**src/rtl/rxwb_pkg.sv**
```systemverilog
package rxwb_pkg;
  localparam int LEN_W = 16;

  typedef enum logic [2:0] {
    ST_IDLE, ST_DREAD, ST_DWAIT, ST_DATA, ST_DRAIN, ST_DESC
  } rx_state_e;

  localparam logic [31:0] STAT_TOO_LONG = 32'h0010_0000;

  // length code: rounded end-byte/word count with the +4 fix-up on bit 1
  function automatic logic [15:0] len_code(input logic [15:0] total);
    logic [15:0] v;
    v = total + 16'd3;
    if (v[1]) v = v + 16'd4;
    return v;
  endfunction

  // byte enables for lanes 0..lane
  function automatic logic [3:0] lanes_upto(input logic [1:0] lane);
    logic [4:0] m;
    m = (5'b00010 << lane) - 5'd1;
    return m[3:0];
  endfunction
endpackage

```
**src/rtl/rxwb_ring.sv**
```systemverilog
module rxwb_ring #(
  parameter int AW     = 32,
  parameter int STRIDE = 16
) (
  input  logic          clk,
  input  logic          rst_n,
  input  logic          cfg_we,
  input  logic [1:0]    cfg_sel,
  input  logic [31:0]   cfg_wdata,
  input  logic          advance,
  output logic [AW-1:0] base,
  output logic [AW-1:0] hw,
  output logic          nonempty
);
  localparam logic [AW-1:0] STEP   = AW'(STRIDE);
  localparam logic [AW-1:0] MINSZ  = AW'(16);

  logic [AW-1:0] size_q, sw_q, step_ptr, next_ptr;

  assign step_ptr = hw + STEP;
  assign next_ptr = (step_ptr >= base + size_q) ? base : step_ptr;
  assign nonempty = (hw != sw_q);

  always_ff @(posedge clk or negedge rst_n) begin
    if (!rst_n) begin
      base   <= '0;
      size_q <= MINSZ;
      hw     <= '0;
      sw_q   <= '0;
    end else if (cfg_we) begin
      case (cfg_sel)
        2'd0: begin base <= AW'(cfg_wdata); hw <= AW'(cfg_wdata); end
        2'd1: size_q <= AW'({cfg_wdata[15:4], 4'b0000}) + MINSZ;
        2'd2: hw <= AW'(cfg_wdata);
        default: sw_q <= AW'(cfg_wdata);
      endcase
    end else if (advance) begin
      hw <= next_ptr;
    end
  end
endmodule

```
**src/rtl/rxwb_pack.sv**
```systemverilog
module rxwb_pack (
  input  logic        clk,
  input  logic        rst_n,
  input  logic        step,
  input  logic [1:0]  lane,
  input  logic [7:0]  byte_in,
  output logic [31:0] word_out,
  output logic [3:0]  be_out
);
  logic [31:0] acc;

  always_comb begin
    word_out = acc;
    word_out[lane*8 +: 8] = byte_in;
    be_out = rxwb_pkg::lanes_upto(lane);
  end

  always_ff @(posedge clk or negedge rst_n) begin
    if (!rst_n) acc <= '0;
    else if (step) acc[lane*8 +: 8] <= byte_in;
  end
endmodule

```
**src/rtl/rxwb_top.sv**
```systemverilog
module rxwb_top #(
  parameter int AW       = 32,
  parameter int MAX_GOOD = 1519,
  parameter int STRIDE   = 16
) (
  input  logic          clk,
  input  logic          rst_n,
  input  logic          cfg_we,
  input  logic [1:0]    cfg_sel,
  input  logic [31:0]   cfg_wdata,
  input  logic          soft_rst,
  input  logic          link_up,
  input  logic          rx_en,
  input  logic          rx_dma_en,
  input  logic          rx_start,
  input  logic [15:0]   rx_len,
  input  logic          rx_valid,
  input  logic [7:0]    rx_byte,
  output logic          rx_ready,
  output logic          mem_re,
  output logic [AW-1:0] mem_raddr,
  input  logic [31:0]   mem_rdata,
  output logic          mem_we,
  output logic [AW-1:0] mem_waddr,
  output logic [31:0]   mem_wdata,
  output logic [3:0]    mem_be,
  output logic          ev_dma_done,
  output logic          ev_valid,
  output logic          ev_frame_err,
  output logic          ev_desc_empty,
  output logic          can_accept,
  output logic [AW-1:0] hw_ptr
);
  import rxwb_pkg::*;

  localparam logic [15:0] LIMIT = 16'(MAX_GOOD);

  rx_state_e     state;
  logic [15:0]   len_q, idx;
  logic [AW-1:0] buf_addr, ring_base;
  logic [1:0]    beat;
  logic          oversize, wb_pend;

  // named internal events (also observed by the checker)
  logic        start_take, refuse, in_payload, data_step, last_byte;
  logic        buf_wr, desc_wr, desc_last;
  logic [15:0] total;
  logic [7:0]  byte_in;
  logic [31:0] pack_word, desc_word;
  logic [3:0]  pack_be;

  assign total      = len_q + 16'd4;
  assign refuse     = soft_rst | ~link_up | ~rx_en | ~rx_dma_en;
  assign start_take = (state == ST_IDLE) && rx_start;
  assign in_payload = idx < len_q;
  assign byte_in    = in_payload ? rx_byte : 8'h00;
  assign data_step  = (state == ST_DATA) && (in_payload ? rx_valid : 1'b1);
  assign last_byte  = idx == total - 16'd1;
  assign buf_wr     = data_step && ((idx[1:0] == 2'd3) || last_byte);
  assign desc_wr    = (state == ST_DESC);
  assign desc_last  = desc_wr && (beat == 2'd3);

  assign rx_ready = ((state == ST_DATA) && in_payload) ||
                    ((state == ST_DRAIN) && (idx != len_q));

  rxwb_ring #(.AW(AW), .STRIDE(STRIDE)) u_ring (
    .clk(clk), .rst_n(rst_n), .cfg_we(cfg_we), .cfg_sel(cfg_sel),
    .cfg_wdata(cfg_wdata), .advance(desc_last), .base(ring_base),
    .hw(hw_ptr), .nonempty(can_accept)
  );

  rxwb_pack u_pack (
    .clk(clk), .rst_n(rst_n), .step(data_step), .lane(idx[1:0]),
    .byte_in(byte_in), .word_out(pack_word), .be_out(pack_be)
  );

  always_comb begin
    case (beat)
      2'd0:    desc_word = 32'(buf_addr);
      2'd2:    desc_word = oversize ? STAT_TOO_LONG : {16'h0, len_code(total)};
      default: desc_word = 32'h0;
    endcase
  end

  assign mem_re    = (state == ST_DREAD);
  assign mem_raddr = hw_ptr;
  assign mem_we    = buf_wr || desc_wr;
  assign mem_waddr = desc_wr ? hw_ptr + AW'({beat, 2'b00})
                             : buf_addr + AW'({idx[15:2], 2'b00});
  assign mem_wdata = desc_wr ? desc_word : pack_word;
  assign mem_be    = desc_wr ? 4'hF : pack_be;

  always_ff @(posedge clk or negedge rst_n) begin
    if (!rst_n) begin
      state         <= ST_IDLE;
      len_q         <= '0;
      idx           <= '0;
      buf_addr      <= '0;
      beat          <= '0;
      oversize      <= 1'b0;
      wb_pend       <= 1'b0;
      ev_dma_done   <= 1'b0;
      ev_valid      <= 1'b0;
      ev_frame_err  <= 1'b0;
      ev_desc_empty <= 1'b0;
    end else begin
      ev_dma_done   <= 1'b0;
      ev_valid      <= 1'b0;
      ev_frame_err  <= 1'b0;
      ev_desc_empty <= 1'b0;
      case (state)
        ST_IDLE: if (rx_start) begin
          len_q    <= rx_len;
          idx      <= '0;
          oversize <= rx_len >= LIMIT;
          wb_pend  <= 1'b0;
          if (refuse) begin
            state <= ST_DRAIN;
          end else if (!can_accept) begin
            state         <= ST_DRAIN;
            ev_desc_empty <= 1'b1;
          end else begin
            state   <= ST_DREAD;
            wb_pend <= 1'b1;
          end
        end
        ST_DREAD: state <= ST_DWAIT;
        ST_DWAIT: begin
          buf_addr <= AW'(mem_rdata);
          beat     <= '0;
          state    <= oversize ? ST_DRAIN : ST_DATA;
        end
        ST_DATA: if (data_step) begin
          idx <= idx + 16'd1;
          if (last_byte) state <= ST_DESC;
        end
        ST_DRAIN: begin
          if (idx == len_q) state <= wb_pend ? ST_DESC : ST_IDLE;
          else if (rx_valid) idx <= idx + 16'd1;
        end
        ST_DESC: begin
          beat <= beat + 2'd1;
          if (beat == 2'd3) begin
            state        <= ST_IDLE;
            ev_dma_done  <= ~oversize;
            ev_valid     <= ~oversize;
            ev_frame_err <= oversize;
          end
        end
        default: state <= ST_IDLE;
      endcase
    end
  end
endmodule

```
**config.mk**
```make
export PLATFORM = sky130hd
export DESIGN_NAME = rxwb_top
export DESIGN_NICKNAME = d
export VERILOG_FILES = /design/src/rtl/rxwb_pkg.sv /design/src/rtl/rxwb_ring.sv /design/src/rtl/rxwb_pack.sv /design/src/rtl/rxwb_top.sv
export SDC_FILE = /design/constraint.sdc
export NUM_CORES = 1
export LEC_CHECK = 0
export BUFFER_PORTS_ARGS = -buffer_cell sky130_fd_sc_hd__clkbuf_2
export CORE_UTILIZATION = 64
export DETAILED_ROUTE_END_ITERATION = 8
export GPL_TIMING_DRIVEN = 0
export PLACE_DENSITY = 0.95
export SKIP_LAST_GASP = 1
export SYNTH_ARGS = -nofsm -noshare
export SYNTH_HDL_FRONTEND = slang
export SYNTH_HIERARCHICAL = 1
export SYNTH_SLANG_ARGS = --single-unit
```
**constraint.sdc**
```tcl
create_clock -name clk -period 6.8 [get_ports clk]
set_input_delay 0.68 -clock clk [delete_from_list [all_inputs] [get_ports clk]]
set_output_delay 0.68 -clock clk [all_outputs]
set_load 0.01 [all_outputs]
```
==> metrics.txt, run 1 <==
Final Max Slew Viols=0; Num CTS Buffers=25; Startpoint Class=flip-flop; main area contributors after synthesis=dfrtp_1 (32%), ha_1 (7.0%), xnor2_1 (7.0%), mux2_2 (6.0%), nand2_1 (5.5%); Seq pwr share=between 20% and 30%; worst r2r dst=u_ring/hw[0]$_DFFE_PN0P_; crit path capture type=output port; Crit Path Class=reg -> out; dpl hpwl=about 42,000 µm; synthesized area=~17,000 µm²; largest net degree at the start of global routing=between 100 and 150; Synth warnings=6; unrepaired setup endpoints after global routing=false; WP data arrival=between 4 and 5 ns; Resize count post-CTS=0; area of the multi-input gates=about 11,000 µm²; Post-synth EDFFs=0; First-pass DRT Iterations=7; Gate power share=approximately half; Die ar.=27,200 µm²; top-count cell post-synth=nand2_1; power per standard cell area=343 nW/µm²; post-CTS setup buffer count=0; WHS=between 0.2 and 0.25 ns; crit-path cells=buf_4 > clkbuf_1 > inv_1 > ha_1 > o21a_1 > o21ai_0 > a21oi_1 > o21ai_0 > nor2b_1 > and2_1 > buf_1 > a32o_1 > nand2_1 > o21ai_0 > clkbuf_2; Setup TNS Final=0 ns; Rows=59; Critical Path Max Stage Delay=around 0.7 ns; worst hold path class=in -> async; initial core utilization=around 65%; CTS tree=built; core area=26,100 µm²; syn nets=roughly 2,100; status=finished, final reports clean; flops & latches, synth=215; clock power share=a little over a fifth; Slowest-stage cell, CP=nor2b_1; Slew headroom=27.6%; worst-path fanout max=10; R2R Path Start=u_ring/base[4]$_DFFE_PN0P_; area grow syn2layout=15.0%; layout cells sized above 1=21.9%; diode count=0; GRT Util Overall=a little over two fifths; vias in the first global route=around 16,000; final total power=around 0.0067 W; DRC marker count from the first detailed-route iteration=2,346; Routed WL=approximately 57,000 µm; Vias=between 15,000 and 20,000; H-tree levels=1; Synth Area per Inst=around 8.9 µm²; Max Freq=179 MHz; clk buf depth=3; IO buf count=236; maximum vdd drop=0.313 mV; post-synthesis cell count=1,918; fin crit period=between 5 and 6 ns; Synth cell types=93; Die H=165 µm; Reg area=between 5000 and 6000 µm²; vias per cell=6.71; Root Driver=clkbuf_16; Setup Viol. Count Final=0; ys flop type=dfrtp_1; maxcap violations=0; first-pass GRT wire length=just under 90,000 µm; Most common cell on crit path=o21ai_0; Yosys top cell area share=a little under a third; I/O pin count=239; Sw Share=a little over two fifths; RD Place Congestion=a little under 1; required time of the critical path=6.12 ns; static leakage=8.93 nW; synth cell count leaders=nand2_1 (248), dfrtp_1 (214), xnor2_1 (135); Clock Skew=0.0119 ns; internal power=0.00383 W; Nets=between 2,000 and 2,500; sequential area share after synthesis=between 30% and 40%; Final Cell Area=19,500 µm²; Clock transition at path regs=around 0.05 ns; r2r setup slk=between 2 and 2.5 ns; die width=165 µm; largest area contributor in the synthesized netlist=dfrtp_1; Routed WL per cell=about 23 µm; Congestion Overflow GR=0; fin util=between 70% and 80%; ANT nets after route=0; drt drc=0; CTS Hold Bufs=0; period utilization=82.1%; initial antenna violation count=0; fill cell count=approximately 1,800; Final Hold Fails=0; Worst-Margin Slew=1.08 ns; Worst-Skew Late Latency=between 0.5 and 0.6 ns; asr flop ratio synth=100%; placed cell areas=between 15,000 and 20,000 µm²; Psw=between 0.002 and 0.003 W; Num Clock Sinks=215; reg2reg path depth=16
==> layout make-up <==
class                   instances  share of cell area [%]
clock buffers                  38                    3.87
plain buffers                 138                    4.03
clock inverters                 8                   0.756
repair buffers                237                    6.24
inverters                      62                    1.19
multi-input cells            1503                    54.2
well taps                     335                    2.15
flip-flops and latches        215                    27.6
==> layout by cell type (no fill, tap or decap), types with 15 or more instances in the layout <==
master	count
mux2i_1	17
clkbuf_1	67
nand2b_1	16
clkbuf_16	25
o21a_1	17
buf_4	39
nand4_1	43
ha_1	95
xor2_1	67
and2_1	15
mux2_2	91
a32o_1	32
and3_1	33
o21ai_0	100
nor2_1	116
a22o_1	25
dfrtp_1	214
inv_1	61
nand3_1	75
nor2b_1	18
xnor2_1	135
nand2_1	248
clkbuf_2	237
nor3_1	26
a21oi_1	81
a21o_1	19
==> per-stage QoR <==
step / std cells / worst slack, ns
2_1_floorplan: 1918 / 2.90
3_3_place_gp: 2489 / 0.835
3_5_place_dp: 2490 / 1.95
4_1_cts: 2536 / 1.34
5_1_grt: 2536 / 0.928
6_report: 2536 / 1.22
==> how the worst max path moves through the flow <==
stage	startpoint	end	slack, ns	cells after the start
6_report	len_q[2]$_DFFE_PN0P_	mem_wdata[19]	1.22	15
3_5_place_dp	len_q[2]$_DFFE_PN0P_	mem_wdata[11]	1.95	15
5_1_grt	len_q[2]$_DFFE_PN0P_	mem_wdata[13]	0.93	15
2_1_floorplan	len_q[2]$_DFFE_PN0P_	mem_we	2.90	12
3_3_place_gp	rst_n	u_ring/sw_q[21]$_DFFE_PN0P_	0.83	1
4_1_cts	len_q[2]$_DFFE_PN0P_	mem_wdata[19]	1.34	15
==> flip-flops by register name, indices dropped and copies added (netlist names), 3 cells and up <==
signal	flops
buf_addr	32
idx	16
len_q	16
state	3
u_pack/acc	32
u_ring/base	32
u_ring/hw	32
u_ring/size_q	13
u_ring/sw_q	32
==> critical path, delay by kind of cell (launching register included) <==
kind	cells	cell delay, ns
flip-flops	1	0.38
adder cells (fa/ha/maj)	1	0.36
AO/OA/AOI/OAI	6	1.16
buffers and inverters	5	1.49
AND/OR/NAND/NOR	3	0.98
==> power by group through the flow <==
stage	clock (W)	sequential [W]	combinational, W
global placement	0	0.00195	0.00300
finish	0.00147	0.00198	0.00324
detailed placement	0	0.00197	0.00311
global route	0.00153	0.00200	0.00351
CTS	0.00148	0.00195	0.00315
floorplan	0	0.00183	0.00224
==> per-layer routing <==
layer | vias up | share of wire (%) | GRT usage (%)
li1 | 7382 | - | -
met1 | 8117 | 36 | 50.8
met2 | 1246 | 46 | 68.1
met3 | 277 | 11 | 8.92
met4 | 0 | 6.4 | 24.1
met5 | - | 0 | 0
==> logic make-up (layout without fill, tap and decap cells) <==
kind of cell	Yosys count	in the layout	synth area share, %
AOI/OAI and AO/OA	410	410	16.9
xor gates and xnor gates	207	207	10.9
adders and majority gates	98	98	7.35
buffers and inverters	200	483	6.01
DFF	215	215	31.7
muxes	108	108	7.04
other	1	1	0.0221
and+or+nand+nor	679	679	20.1
Power figures use the tool's default switching activity.
==> run 2: changes to the inputs <==
- CORE_UTILIZATION: 64 -> 59
- PLACE_DENSITY: 0.95 -> 0.89
- clock period: 6.8 -> 5.8 ns (I/O delays scaled with it)
==> run 2 against run 1 <==
Against the previous run:
- sequential cell count stayed put
- utilization fell by 5.2 points
- critical path type unchanged
- largest power group unchanged
- largest cell class unchanged
- combinational power increased by 17%
- register-to-register slack worse by 1.1 ns
- count of clock-buffer cells in the layout decreased by 1
- highest routed layer is now met5
- worst hold slack got worse by 0.12 ns
- sequential share of layout area about the same
- critical endpoint is now mem_we
- wire length down 0.57%
- final cell count rose by 1.6%
==> metrics.txt, run 2 (synthesized netlist as in run 1, its figures left out) <==
status=finished, final reports clean (unchanged); Max Freq=186 MHz; r2r setup slk=0.97 ns (was 2.05 ns); static leakage=8.90 nW (was 8.93 nW); Slew headroom=29.3% (was 27.6%); area of the multi-input gates=10,600 µm² (about the same); maximum vdd drop=0.233 mV (was 0.313 mV); Clock Skew=0.0114 ns (was 0.0119 ns); clk buf depth=3 (unchanged); Num CTS Buffers=25 (unchanged); WHS=0.0976 ns (was 0.219 ns); Congestion Overflow GR=0 (unchanged); Gate power share=49.0% (was 48.5%); internal power=0.00438 W (was 0.00383 W); crit-path cells=buf_4 > clkbuf_1 > inv_1 > ha_1 > and4_4 > xnor2_2 > xnor2_1 > or4_1 > nor4_1 > nand2_1 > or4_1 > a21oi_1 > clkbuf_2 (was buf_4 > clkbuf_1 > inv_1 > ha_1 > o21a_1 > o21ai_0 > a21oi_1 > o21ai_0 > nor2b_1 > and2_1 > buf_1 > a32o_1 > nand2_1 > o21ai_0 > clkbuf_2); worst hold path class=in -> async (unchanged); Final Max Slew Viols=0 (unchanged); Reg area=5380 µm² (unchanged); Slowest-stage cell, CP=or4_1 (was nor2b_1); Setup Viol. Count Final=0 (unchanged); I/O pin count=239 (unchanged); CTS tree=built (unchanged); dpl hpwl=42,700 µm (was 42,100 µm); crit path capture type=output port (unchanged); Worst-Skew Late Latency=0.55 ns (was 0.54 ns); fin crit period=approximately 5.4 ns; CTS Hold Bufs=0 (unchanged); Most common cell on crit path=or4_1 (was o21ai_0); Routed WL per cell=22.1 µm (was 22.6 µm); Worst-Margin Slew=1.06 ns (was 1.08 ns); Nets=2,379 (unchanged); GRT Util Overall=38.1% (was 41.7%); Cells after DPL=2,533 (was 2,490); layout cells sized above 1=21.8% (was 21.9%); Final Hold Fails=0 (unchanged); H-tree levels=1 (unchanged); worst-path fanout max=10 (unchanged); clock power share=21.1% (was 22.0%); first-pass GRT wire length=86,600 µm (was 87,400 µm); WP data arrival=4.80 ns (was 4.90 ns); DRC marker count from the first detailed-route iteration=2,005 (was 2,346); Crit Path Class=reg -> out (unchanged); Psw=0.00334 W (was 0.00287 W); Seq pwr share=29.9% (was 29.6%); required time of the critical path=5.22 ns (was 6.12 ns); Sw Share=43.3% (was 42.8%); largest net degree at the start of global routing=110 (was 112); Vias=16,600 (was 17,000); Setup TNS Final=0 ns (unchanged); Clock transition at path regs=0.06 ns (was 0.05 ns); final std cells w/o fill=2,577 (was 2,536); vias in the first global route=16,100 (was 16,400); Setup WS pre-CTS=1.03 ns (was 1.95 ns); worst r2r dst=u_ring/hw[0]$_DFFE_PN0P_ (unchanged); period utilization=between 90% and 100%; Startpoint Class=flip-flop (unchanged); IO buf count=236 (unchanged); Routed WL=57,000 µm (was 57,300 µm); initial antenna violation count=1 (was 0); unrepaired setup endpoints after global routing=false (unchanged); Critical Path Max Stage Delay=0.53 ns (was 0.68 ns); Num Clock Sinks=215 (unchanged); Root Driver=clkbuf_16 (unchanged); power per standard cell area=396 nW/µm² (was 343 nW/µm²); area grow syn2layout=14.9% (was 15.0%); initial core utilization=60.6% (was 65.2%); reg2reg path depth=14 (was 16); Worst Slack Setup Final=0.423 ns (was 1.22 ns); commonest non-fill, non-tap cells in the layout=nand2_1 (248), clkbuf_2 (237), dfrtp_1 (214) (unchanged); fill cell count=2,180 (was 1,814); drt drc=0 (unchanged); leading cell type in the layout, fill and taps excluded=nand2_1 (unchanged); R2R Path Start=u_ring/base[5]$_DFFE_PN0P_ (was u_ring/base[4]$_DFFE_PN0P_); Die H=172 µm (was 165 µm); Die ar.=29,500 µm² (was 27,200 µm²); core area=28,000 µm² (was 26,100 µm²); die width=172 µm (was 165 µm); vias per cell=6.43 (was 6.71); ANT nets after route=0 (unchanged); maxcap violations=0 (unchanged); RD Place Congestion=1.00 (was 0.972); fin util=69.7% (was 74.9%); Rows=61 (was 59); First-pass DRT Iterations=6 (was 7)
-- run 2: cell count changes in the layout (fill, tap and decap cells not counted) --
cell       previous run  this run
bufinv_16             4         2
clkbuf_8              9         8
clkinv_2              2         3
clkinv_4              1         0
diode_2               0         1
inv_16                0         1
inv_6                 1         0
nor2b_1              18        17
nor2b_2               0         1
-- run 2: metal layers --
| layer | global-route usage (%) | share of wire, % |
|---|---|---|
| met1 | 46.8 | 38 |
| met2 | 62.6 | 46 |
| met3 | 8.03 | 10 |
| met5 | 0 | 0.021 |
| met4 | 20.6 | 5.7 |
-- run 2: power by group through the flow --
| stage | Combinational (W) | Clock [W] | Sequential [W] |
|---|---|---|---|
| 2_1_floorplan | 0.00263 | 0 | 0.00214 |
| 3_3_place_gp | 0.00354 | 0 | 0.00229 |
| 3_5_place_dp | 0.00365 | 0 | 0.00231 |
| 4_1_cts | 0.00369 | 0.00163 | 0.00229 |
| 5_1_grt | 0.00410 | 0.00169 | 0.00234 |
| 6_report | 0.00378 | 0.00163 | 0.00231 |
-- run 2: layout make-up --
| cell class | count | area share (%) |
|---|---|---|
| multi-input cells | 1503 | 54.2 |
| clock inverters | 6 | 0.487 |
| repair buffers | 237 | 6.24 |
| well taps | 378 | 2.42 |
| clock buffers | 37 | 3.80 |
| inverters | 62 | 1.19 |
| plain buffers | 138 | 4.03 |
| diodes | 1 | 0.0128 |
| flip-flops and latches | 215 | 27.6 |
-- run 2: stage by stage --
step / total power, W / cell area (µm²)
floorplan: 0.00477 / 17000
global placement: 0.00583 / 18600
detailed placement: 0.00596 / 18700
CTS: 0.00761 / 19500
global route: 0.00814 / 19500
finish: 0.00772 / 19500
-- run 2: worst max path at each step --
stage	startpoint	to	slack, ns	depth (start not counted)
floorplan	u_ring/base[4]$_DFFE_PN0P_	u_ring/hw[1]$_DFFE_PN0P_	1.98	16
detailed placement	len_q[2]$_DFFE_PN0P_	mem_wdata[14]	1.03	15
global placement	rst_n	u_ring/sw_q[21]$_DFFE_PN0P_	-0.10	1
global route	len_q[2]$_DFFE_PN0P_	mem_wdata[14]	0.24	15
CTS	len_q[2]$_DFFE_PN0P_	mem_wdata[13]	0.43	15
finish	len_q[2]$_DFFE_PN0P_	mem_we	0.42	13
-- run 2: timing repair --
action                     4_1_cts  5_1_grt
setup buffers                    0        0
resized for setup                0        1
setup endpoints to repair        0        2
-- run 2: worst max-delay path: cells and delay by family (launching register included) --
| family | cells | cell delay (ns) |
|---|---|---|
| fa+ha+maj | 1 | 0.48 |
| flops | 1 | 0.38 |
| xor+xnor | 2 | 0.21 |
| simple gates | 5 | 1.84 |
| buf+inv | 4 | 1.06 |
| compound gates | 1 | 0.25 |
